File: src/rtl/acg_pkg.sv
package acg_pkg;
  localparam int unsigned ACG_MDIV_W      = 6;
  localparam int unsigned ACG_BDIV_W      = 8;
  localparam int unsigned ACG_WS_W        = 5;
  localparam int unsigned ACG_WS_BASE     = 16;
  localparam int unsigned ACG_WS_MAX_CODE = 16;
  localparam int unsigned ACG_SYNC_STAGES = 2;

  typedef struct packed {
    logic rise;
    logic fall;
  } acg_edge_t;
endpackage

File: src/rtl/acg_mclk_div.sv
module acg_mclk_div #(
  parameter int unsigned DIV_W = acg_pkg::ACG_MDIV_W
) (
  input  logic             clk_i,
  input  logic             rst_ni,
  input  logic             run_i,
  input  logic [DIV_W-1:0] code_i,
  output logic             mclk_o
);
  logic [DIV_W-1:0] cnt_q, cnt_d;
  logic [DIV_W-1:0] ratio_q, ratio_d;
  logic             phase_q, phase_d;
  logic             pass_q, pass_d;

  // Down counter; an idle counter sits at zero so the first run cycle reloads.
  always_comb begin
    cnt_d   = cnt_q;
    ratio_d = ratio_q;
    if (!run_i) begin
      cnt_d   = '0;
      ratio_d = code_i;
    end else if (cnt_q == '0) begin
      cnt_d   = code_i;
      ratio_d = code_i;
    end else begin
      cnt_d   = cnt_q - 1'b1;
    end
    phase_d = run_i && (cnt_d >= (ratio_d - (ratio_d >> 1)));
    pass_d  = run_i && (ratio_q == '0);
  end

  always_ff @(posedge clk_i or negedge rst_ni) begin
    if (!rst_ni) begin
      cnt_q   <= '0;
      ratio_q <= '0;
      phase_q <= 1'b0;
    end else begin
      cnt_q   <= cnt_d;
      ratio_q <= ratio_d;
      phase_q <= phase_d;
    end
  end

  // Select updated while the input clock is low, so the gated path is clean.
  always_ff @(negedge clk_i or negedge rst_ni) begin
    if (!rst_ni) pass_q <= 1'b0;
    else         pass_q <= pass_d;
  end

  assign mclk_o = pass_q ? clk_i : phase_q;

  AST_MCLK_CNT_BOUND: assert property (@(posedge clk_i) disable iff (!rst_ni)
    run_i |-> (cnt_q <= ratio_q));
  AST_MCLK_IDLE_LOW: assert property (@(posedge clk_i) disable iff (!rst_ni)
    !run_i |=> !phase_q);
endmodule

File: src/rtl/acg_bclk_div.sv
module acg_bclk_div #(
  parameter int unsigned DIV_W = acg_pkg::ACG_BDIV_W
) (
  input  logic             clk_i,
  input  logic             rst_ni,
  input  logic             run_i,
  input  logic [DIV_W-1:0] code_i,
  output logic             bclk_o,
  output logic             fall_next_o,
  output acg_pkg::acg_edge_t edge_o
);
  logic [DIV_W-1:0]   cnt_q, cnt_d;
  logic               bclk_q, bclk_d;
  logic               wrap;
  acg_pkg::acg_edge_t edge_q, edge_d;

  always_comb begin
    wrap        = run_i && (cnt_q == '0);
    cnt_d       = cnt_q;
    bclk_d      = bclk_q;
    if (!run_i) begin
      cnt_d  = '0;
      bclk_d = 1'b0;
    end else if (wrap) begin
      cnt_d  = code_i;
      bclk_d = ~bclk_q;
    end else begin
      cnt_d  = cnt_q - 1'b1;
    end
    fall_next_o = wrap && bclk_q;
    edge_d.rise = wrap && !bclk_q;
    edge_d.fall = fall_next_o;
  end

  always_ff @(posedge clk_i or negedge rst_ni) begin
    if (!rst_ni) begin
      cnt_q  <= '0;
      bclk_q <= 1'b0;
      edge_q <= '0;
    end else begin
      cnt_q  <= cnt_d;
      bclk_q <= bclk_d;
      edge_q <= edge_d;
    end
  end

  assign bclk_o = bclk_q;
  assign edge_o = edge_q;

  AST_BCLK_RISE_EDGE: assert property (@(posedge clk_i) disable iff (!rst_ni)
    edge_q.rise |-> (bclk_q && !$past(bclk_q)));
  AST_BCLK_FALL_EDGE: assert property (@(posedge clk_i) disable iff (!rst_ni)
    edge_q.fall |-> (!bclk_q && $past(bclk_q)));
  AST_BCLK_IDLE_LOW: assert property (@(posedge clk_i) disable iff (!rst_ni)
    !run_i |=> !bclk_q);
endmodule

File: src/rtl/acg_ws_gen.sv
module acg_ws_gen #(
  parameter int unsigned CODE_W   = acg_pkg::ACG_WS_W,
  parameter int unsigned BASE     = acg_pkg::ACG_WS_BASE,
  parameter int unsigned MAX_CODE = acg_pkg::ACG_WS_MAX_CODE
) (
  input  logic              clk_i,
  input  logic              rst_ni,
  input  logic              run_i,
  input  logic [CODE_W-1:0] code_i,
  input  logic              bclk_fall_i,
  output logic              ws_o
);
  localparam int unsigned LEN_W = $clog2(BASE + MAX_CODE);

  logic [LEN_W-1:0] cnt_q, cnt_d;
  logic [LEN_W-1:0] last_q, last_d;
  logic             ws_q, ws_d;
  logic [LEN_W-1:0] last_new;

  // Last count index of a level: BASE + min(code, MAX_CODE) - 1.
  function automatic logic [LEN_W-1:0] last_of(input logic [CODE_W-1:0] c);
    int unsigned v;
    v = (int'(c) > int'(MAX_CODE)) ? MAX_CODE : int'(c);
    return LEN_W'(v + BASE - 1);
  endfunction

  always_comb begin
    last_new = last_of(code_i);
    cnt_d    = cnt_q;
    last_d   = last_q;
    ws_d     = ws_q;
    if (!run_i) begin
      cnt_d  = '0;
      last_d = last_new;
      ws_d   = 1'b0;
    end else if (bclk_fall_i) begin
      if (cnt_q == last_q) begin
        cnt_d  = '0;
        last_d = last_new;
        ws_d   = ~ws_q;
      end else begin
        cnt_d  = cnt_q + 1'b1;
      end
    end
  end

  always_ff @(posedge clk_i or negedge rst_ni) begin
    if (!rst_ni) begin
      cnt_q  <= '0;
      last_q <= '0;
      ws_q   <= 1'b0;
    end else begin
      cnt_q  <= cnt_d;
      last_q <= last_d;
      ws_q   <= ws_d;
    end
  end

  assign ws_o = ws_q;

  AST_WS_CNT_BOUND: assert property (@(posedge clk_i) disable iff (!rst_ni)
    run_i |-> (cnt_q <= last_q));
  AST_WS_LAST_RANGE: assert property (@(posedge clk_i) disable iff (!rst_ni)
    run_i |-> ((last_q >= LEN_W'(BASE - 1)) && (last_q <= LEN_W'(BASE + MAX_CODE - 1))));
  AST_WS_IDLE_LOW: assert property (@(posedge clk_i) disable iff (!rst_ni)
    !run_i |=> !ws_q);
endmodule

File: src/rtl/audio_clkgen.sv
module audio_clkgen #(
  parameter int unsigned MDIV_W      = acg_pkg::ACG_MDIV_W,
  parameter int unsigned BDIV_W      = acg_pkg::ACG_BDIV_W,
  parameter int unsigned WS_W        = acg_pkg::ACG_WS_W,
  parameter int unsigned WS_BASE     = acg_pkg::ACG_WS_BASE,
  parameter int unsigned WS_MAX_CODE = acg_pkg::ACG_WS_MAX_CODE,
  parameter int unsigned SYNC_STAGES = acg_pkg::ACG_SYNC_STAGES
) (
  input  logic              clk_i,
  input  logic              rst_ni,
  input  logic              en_i,
  input  logic [MDIV_W-1:0] mclk_code_i,
  input  logic [BDIV_W-1:0] bclk_code_i,
  input  logic [WS_W-1:0]   ws_code_i,
  output logic              mclk_o,
  output logic              bclk_o,
  output logic              ws_o,
  output logic              bclk_rise_o,
  output logic              bclk_fall_o
);
  logic [SYNC_STAGES-1:0] rst_sync_q;
  logic                   rst_n_int;
  logic                   run_q;
  logic                   fall_next;
  acg_pkg::acg_edge_t     bedge;

  // Reset asserts at once and leaves in step with the clock.
  always_ff @(posedge clk_i or negedge rst_ni) begin
    if (!rst_ni) rst_sync_q <= '0;
    else         rst_sync_q <= {rst_sync_q[SYNC_STAGES-2:0], 1'b1};
  end
  assign rst_n_int = rst_sync_q[SYNC_STAGES-1];

  always_ff @(posedge clk_i or negedge rst_n_int) begin
    if (!rst_n_int) run_q <= 1'b0;
    else            run_q <= en_i;
  end

  acg_mclk_div #(.DIV_W(MDIV_W)) u_mclk (
    .clk_i  (clk_i),
    .rst_ni (rst_n_int),
    .run_i  (run_q),
    .code_i (mclk_code_i),
    .mclk_o (mclk_o)
  );

  acg_bclk_div #(.DIV_W(BDIV_W)) u_bclk (
    .clk_i       (clk_i),
    .rst_ni      (rst_n_int),
    .run_i       (run_q),
    .code_i      (bclk_code_i),
    .bclk_o      (bclk_o),
    .fall_next_o (fall_next),
    .edge_o      (bedge)
  );

  acg_ws_gen #(
    .CODE_W   (WS_W),
    .BASE     (WS_BASE),
    .MAX_CODE (WS_MAX_CODE)
  ) u_ws (
    .clk_i       (clk_i),
    .rst_ni      (rst_n_int),
    .run_i       (run_q),
    .code_i      (ws_code_i),
    .bclk_fall_i (fall_next),
    .ws_o        (ws_o)
  );

  assign bclk_rise_o = bedge.rise;
  assign bclk_fall_o = bedge.fall;

  AST_WS_ON_BCLK_FALL: assert property (@(posedge clk_i) disable iff (!rst_n_int)
    ($past(run_q) && !$stable(ws_o)) |-> bclk_fall_o);
  AST_STROBES_EXCLUSIVE: assert property (@(posedge clk_i) disable iff (!rst_n_int)
    !(bclk_rise_o && bclk_fall_o));
endmodule

File: config.mk
export PLATFORM = sky130hd
export DESIGN_NAME = audio_clkgen
export DESIGN_NICKNAME = d
export VERILOG_FILES = /design/src/rtl/acg_pkg.sv /design/src/rtl/acg_mclk_div.sv /design/src/rtl/acg_bclk_div.sv /design/src/rtl/acg_ws_gen.sv /design/src/rtl/audio_clkgen.sv
export SDC_FILE = /design/constraint.sdc
export NUM_CORES = 1
export LEC_CHECK = 0
export ABC_AREA = 1
export BUFFER_PORTS_ARGS = -buffer_cell sky130_fd_sc_hd__buf_2
export CORE_MARGIN = 2
export CORE_UTILIZATION = 55
export DETAILED_ROUTE_END_ITERATION = 10
export PLACE_DENSITY = 0.78
export SYNTH_ARGS = -nofsm -noshare
export SYNTH_HDL_FRONTEND = slang
export SYNTH_SLANG_ARGS = --single-unit
File: constraint.sdc
create_clock -name clk_i -period 3.68 [get_ports clk_i]
set_input_delay 0.552 -clock clk_i [delete_from_list [all_inputs] [get_ports clk_i]]
set_output_delay 0.552 -clock clk_i [all_outputs]
set_load 0.01 [all_outputs]
==> results of run 1 <==
[layout make-up]
type / count / area share (%)
multi-input cells: 188 / 43.8
clock buffers: 12 / 5.74
inverters: 39 / 5.51
flip-flops and latches: 39 / 36.7
well taps: 50 / 2.35
repair buffers: 29 / 5.93
[logic make-up (layout without fill, tap and decap cells)]
logic type,after synthesis,count (layout),synth area share [%]
adder cells (fa/ha/maj),15,15,8.12
AO/OA/AOI/OAI,43,43,12.1
buffers and inverters,42,80,7.63
XOR/XNOR,16,16,6.06
other,1,1,0.162
AND/OR/NAND/NOR,112,112,23.3
flip-flops,39,39,42.2
multiplexers,1,1,0.487
[critical path, delay by kind of cell, from the launching register on]
kind,cells,cell delay (ns)
multiplexers,1,0.30
flip-flops,1,0.40
buffers and inverters,1,0.12
[registers in the layout, summed over array words and instances (netlist names)]
name and cells:
u_bclk.cnt_q 8, u_mclk.cnt_q 6, u_mclk.ratio_q 6, u_ws.cnt_q 5, u_ws.last_q 5, rst_sync_q 2, u_bclk.edge_o 2, run_q 1
u_bclk.bclk_o 1, u_mclk.pass_q 1, u_mclk.phase_q 1, u_ws.ws_o 1
[metrics by stage]
stage	instance area [sq um]	hold WS, ns	setup WS (ns)
global placement	2500	0.335	0.473
global route	2660	0.264	0.0223
detailed placement	2500	0.339	0.470
floorplan	2310	0.256	0.567
CTS	2650	0.260	0.0230
finish	2660	0.268	0.0555
[power by group]
group	internal (mW)	switching [mW]	leakage, nW
clock	0.246	0.157	0.0856
combinational	0.428	0.607	0.800
sequential	0.548	0.0867	0.495
total	1.22	0.850	1.38
[metal layers]
layer | track usage [%] | vias to the layer above | routed length [um]
met4 | 13.2 | 0 | 116
met2 | 36.3 | 25 | 2140
met3 | 4.38 | 7 | 103
li1 | - | 944 | -
met1 | 24.6 | 868 | 1980
met5 | 0 | - | 0
[synthesized netlist by cell type (2+ instances only)]
| library cell | count | area, sq um |
|---|---|---|
| nand4_1 | 6 | 37.5 |
| nor3_1 | 3 | 15.0 |
| nand2_1 | 53 | 199 |
| o21ai_0 | 13 | 65.1 |
| o21ai_2 | 2 | 17.5 |
| inv_1 | 35 | 131 |
| nand2_4 | 2 | 22.5 |
| o21ai_1 | 4 | 20.0 |
| xor2_1 | 4 | 35.0 |
| inv_2 | 3 | 11.3 |
| buf_6 | 2 | 22.5 |
| ha_1 | 15 | 188 |
| nand3_1 | 9 | 45.0 |
| o21a_1 | 2 | 15.0 |
| nor2_2 | 5 | 31.3 |
| dfrtp_1 | 38 | 951 |
| xnor2_1 | 12 | 105 |
| or2_2 | 3 | 18.8 |
| a22o_1 | 4 | 35.0 |
| nand2_2 | 7 | 43.8 |
| a21oi_1 | 9 | 45.0 |
| nor2_1 | 17 | 63.8 |
| a21oi_2 | 2 | 17.5 |
| nand3_2 | 3 | 30.0 |
| o211ai_1 | 2 | 15.0 |
[final timing paths]
path	slack [ns]	to	start	depth (start not counted)
worst min register to register	0.35	rst_sync_q[1]$_DFF_PN0_	rst_sync_q[0]$_DFF_PN0_	0
worst max-delay path	0.06	mclk_o	u_mclk.pass_q$_DFF_NN0_	2
max in group asynchronous	1.74	u_mclk.pass_q$_DFF_NN0_	rst_sync_q[1]$_DFF_PN0_	0
min in group asynchronous	0.40	u_bclk.cnt_q[1]$_DFF_PN0_	rst_sync_q[1]$_DFF_PN0_	1
worst min-delay path	0.27	run_q$_DFF_PN0_	en_i	1
worst max register to register	0.49	u_mclk.phase_q$_DFF_PN0_	u_mclk.cnt_q[0]$_DFF_PN0_	22
[repair_timing]
action                                 in CTS  in global routing
endpoints found under the hold margin       2                  0
gates resized for setup                     0                  2
hold buffers                                1                  0
setup endpoints to repair                   0                  1
==> qor.txt, run 1 <==
Final Util -> 66.0%
DRC viols -> 0
Final nets -> 343
Die Width -> 68.8 um
area occupied by multi-input gates -> 1160 sq um
Vias/cell -> 5.17
cell count after placement -> 345
register area share after synthesis -> 42.2%
clk_lat worst skew -> 0.40 ns
Critical Path Start Type -> flip-flop
Layout area overhead -> 15.0%
asr flop ratio synth -> 100%
I/O pin cnt -> 27
Setup-failing EPs final -> 0
IO buf count -> 26
filler cell count -> 328
worst hold path type -> input port to flip-flop
P_leak -> 1.38 nW
Detail Route Antenna Nets -> 0
vias -> 1844
Die Ht -> 68.8 um
initial antenna violation count -> 0
max-slew violations -> 0
overall power -> 2.07 mW
outcome -> finished clean
cells after synthesis -> 269
number of global-route vias before repair -> 1770
Fin. Hold Viols -> 0
FP Rows -> 23
aggregate global routing overflow -> 0
Yosys reg bits -> 39
WL/cell -> 12.2 um
Most used DFF post-synth -> dfrtp_1
Mean Syn Cell Area -> 8.60 sq um
final HPWL from detailed placement -> 3.37 mm
Max-Cap Viols -> 0
WP data required -> 3.13 ns
cell area after synthesis -> 2310 sq um
most frequent cells in the layout -> nand2_1 (53), dfrtp_1 (38), inv_1 (35), buf_2 (25), nor2_1 (17)
GRT Resource Usage Total -> 21.4%
initial core utilization -> 57.4%
routability congestion estimate -> 0.808
largest net degree at the start of global routing -> 37
share of cells above drive strength 1 -> 22.5%
Worst Path Arrival -> 3.07 ns
Slowest cell on crit path -> dfrtn_1
commonest non-fill, non-tap cell in the layout -> nand2_1
Worst Setup End Kind -> output port
CTS tree -> done
die area -> 4740 sq um
ant diodes -> 0
CP peak stage delay -> 0.40 ns
Post-synth EDFFs -> 0
Slew headroom -> 46.8%
Distinct cells, synth -> 39
drt total wl -> 4.34 mm
Max VDD drop -> 486 uV
register area -> 976 sq um
core area -> 4030 sq um
WS Path Type -> flip-flop to output port
first-pass GRT wire length -> 7.32 mm
critical-path maximum fanout -> 1
setup bufs post-CTS -> 0
Layout Cells excl Fill -> 357
initial drt markers -> 138
Mapped Nets -> 306
final setup TNS -> 0 ns
Clk pin slew, worst setup/hold paths -> 0.07 ns
clock skew -> 0.0223 ns
Yosys warnings -> 0
router iterations before antenna repair -> 5
Worst Tran Pin Value -> 0.778 ns
Pwr Density -> 779 nW/um^2
critical-path cell list -> mux2_4 > buf_6
RSZ-0062 raised after global routing -> no
Note: power is estimated with default switching activity, not from simulation.
==> run 2: changes to the inputs <==
--- a/config.mk
+++ b/config.mk
@@ -7,10 +7,13 @@
 export LEC_CHECK = 0
 export ABC_AREA = 1
 export BUFFER_PORTS_ARGS = -buffer_cell sky130_fd_sc_hd__buf_2
+export CELL_PAD_IN_SITES_DETAIL_PLACEMENT = 0
+export CELL_PAD_IN_SITES_GLOBAL_PLACEMENT = 2
 export CORE_MARGIN = 2
-export CORE_UTILIZATION = 55
+export CORE_UTILIZATION = 38
 export DETAILED_ROUTE_END_ITERATION = 10
-export PLACE_DENSITY = 0.78
+export PLACE_DENSITY = 0.86
+export SETUP_SLACK_MARGIN = 0.4
 export SYNTH_ARGS = -nofsm -noshare
 export SYNTH_HDL_FRONTEND = slang
 export SYNTH_SLANG_ARGS = --single-unit
==> run 2 against run 1 <==
  * Final cell count grew 7.3%
  * Hold slack lost 0.0097 ns
  * Die area grew 42%
  * Clock power shrank 1%
  * Power grew 1.3%
  * First-iteration DRC count shrank 51%
  * Via count shrank 0.49%
  * Non-clock buffer count grew 1
  * Critical path depth is the same
  * Worst setup slack lost 0.026 ns
  * Critical endpoint unchanged
==> qor.txt, run 2 (same netlist as run 1, synthesis figures left out) <==
RSZ-0062 raised after global routing -> yes
clock share of power -> 19.0%
core area -> 5890 sq um
WL/cell -> 12.5 um
most frequent cells in the layout -> nand2_1 (53), dfrtp_1 (38), inv_1 (35), buf_2 (25), nor2_1 (17)
vias -> 1835
Worst Setup End Kind -> output port
drt total wl -> 4.78 mm
Final nets -> 344
Place WS -> 0.466 ns
hold wc startpoint -> en_i
Pwr Density -> 770 nW/um^2
clock skew -> 0.0192 ns
number of global-route vias before repair -> 1799
Vias/cell -> 4.79
Slew headroom -> 61.3%
clk_lat worst skew -> 0.41 ns
IO buf count -> 26
final setup TNS -> 0 ns
initial core utilization -> 39.3%
Worst Path Arrival -> 3.10 ns
CTS tree -> done
filler cell count -> 616
aggregate global routing overflow -> 0
WHS Path Cells -> 1
WS Path Type -> flip-flop to output port
Worst Tran Pin Value -> 0.566 ns
sequential power share -> 30.2%
critical-path maximum fanout -> 1
flop2flop setup slack -> 0.74 ns
internal power -> 1.23 mW
P_leak -> 1.38 nW
max FFs per register -> 8
router iterations before antenna repair -> 4
Biggest register -> u_bclk.cnt_q
routability congestion estimate -> 0.773
hold_ws -> 0.259 ns
Die Ht -> 82.0 um
WHS Endpoint -> run_q$_DFF_PN0_
overall power -> 2.10 mW
first-pass GRT wire length -> 8.29 mm
Fin. Hold Viols -> 0
Reg2Reg Depth -> 22
WP data required -> 3.13 ns
Max VDD drop -> 380 uV
largest net degree at the start of global routing -> 37
initial drt markers -> 67
Layout Cells excl Fill -> 383
ant diodes -> 0
commonest non-fill, non-tap cell in the layout -> nand2_1
Clk pin slew, worst setup/hold paths -> 0.08 ns
worst hold path type -> input port to flip-flop
crit path setup slack, layout -> 0.0296 ns
outcome -> finished clean
Detail Route Antenna Nets -> 0
share of cells above drive strength 1 -> 24.7%
GRT Resource Usage Total -> 16.7%
Critical Path Start Type -> flip-flop
max-slew violations -> 0
cell count after placement -> 370
die area -> 6720 sq um
switching power -> 870 uW
DRC viols -> 0
RR Endpoint -> u_mclk.phase_q$_DFF_PN0_
sw frac -> 41.5%
reg2reg start -> u_mclk.cnt_q[0]$_DFF_PN0_
I/O pin cnt -> 27
Max-Cap Viols -> 0
Setup-failing EPs final -> 0
biggest registers after layout -> u_bclk.cnt_q x8, u_mclk.cnt_q x6, u_mclk.ratio_q x6
Layout area overhead -> 17.9%
final HPWL from detailed placement -> 3.69 mm
Die Width -> 82.0 um
FP Rows -> 28
Comb power frac -> 50.8%
initial antenna violation count -> 0
[run 2: cell types whose count changed in the layout (fill, tap and decap cells not counted), sizes merged]
cell,delta
clkinv,+1
buf,+1
clkbuf,-1
[run 2: layer usage]
| metal | wire [um] | global-route usage, % | part of all wire, % |
|---|---|---|---|
| met5 | 0 | 0 | 0 |
| met4 | 104 | 8.00 | 2.2 |
| met3 | 214 | 4.95 | 4.5 |
| met2 | 2220 | 26.6 | 46 |
| met1 | 2250 | 20.7 | 47 |
[run 2: worst max path at each step]
stage | from | to | slack (ns) | depth (start not counted)
3_3_place_gp | u_mclk.pass_q$_DFF_NN0_ | mclk_o | 0.47 | 2
6_report | u_mclk.pass_q$_DFF_NN0_ | mclk_o | 0.03 | 2
2_1_floorplan | u_mclk.pass_q$_DFF_NN0_ | mclk_o | 0.57 | 1
4_1_cts | u_mclk.pass_q$_DFF_NN0_ | mclk_o | -0.003 | 2
3_5_place_dp | u_mclk.pass_q$_DFF_NN0_ | mclk_o | 0.47 | 2
5_1_grt | u_mclk.pass_q$_DFF_NN0_ | mclk_o | -0.01 | 2
[run 2: timing repair]
action,CTS,global route
setup buffers,0,1
setup endpoints to repair,1,2
resized for setup,2,9
pin swaps,0,1
hold endpoints to repair,2,0
hold buffers,1,0
[run 2: final cells by class]
cell class,instances,area (sq um),share of cell area [%]
Multi-Input combinational cell,188,1200,44.1
Tap cell,75,93.8,3.44
Inverter,39,146,5.37
Timing Repair Buffer,30,165,6.06
Sequential cell,39,976,35.8
Clock buffer,11,139,5.09
Clock inverter,1,5.00,0.184
[run 2: power by group through the flow]
stage / Clock, mW / Sequential, mW / Combinational, mW
finish: 0.399 / 0.633 / 1.07
global route: 0.434 / 0.654 / 1.25
CTS: 0.413 / 0.631 / 1.04
detailed placement: 0.00462 / 0.640 / 1.04
global placement: 0.00462 / 0.638 / 1.03
floorplan: 0.00318 / 0.633 / 0.834
[run 2: worst max-delay path, cell delays in order, from the launching register on]
cell and delay, ns:
dfrtn_1 0.40, mux2_4 0.32, buf_6 0.12
[run 2: through the flow]
stage	util, %	cell area [sq um]
after floorplan	-	2310
after global placement	43.0	2530
after detailed placement	43.0	2530
after CTS	45.6	2680
after global routing	46.3	2730
final	46.3	2730
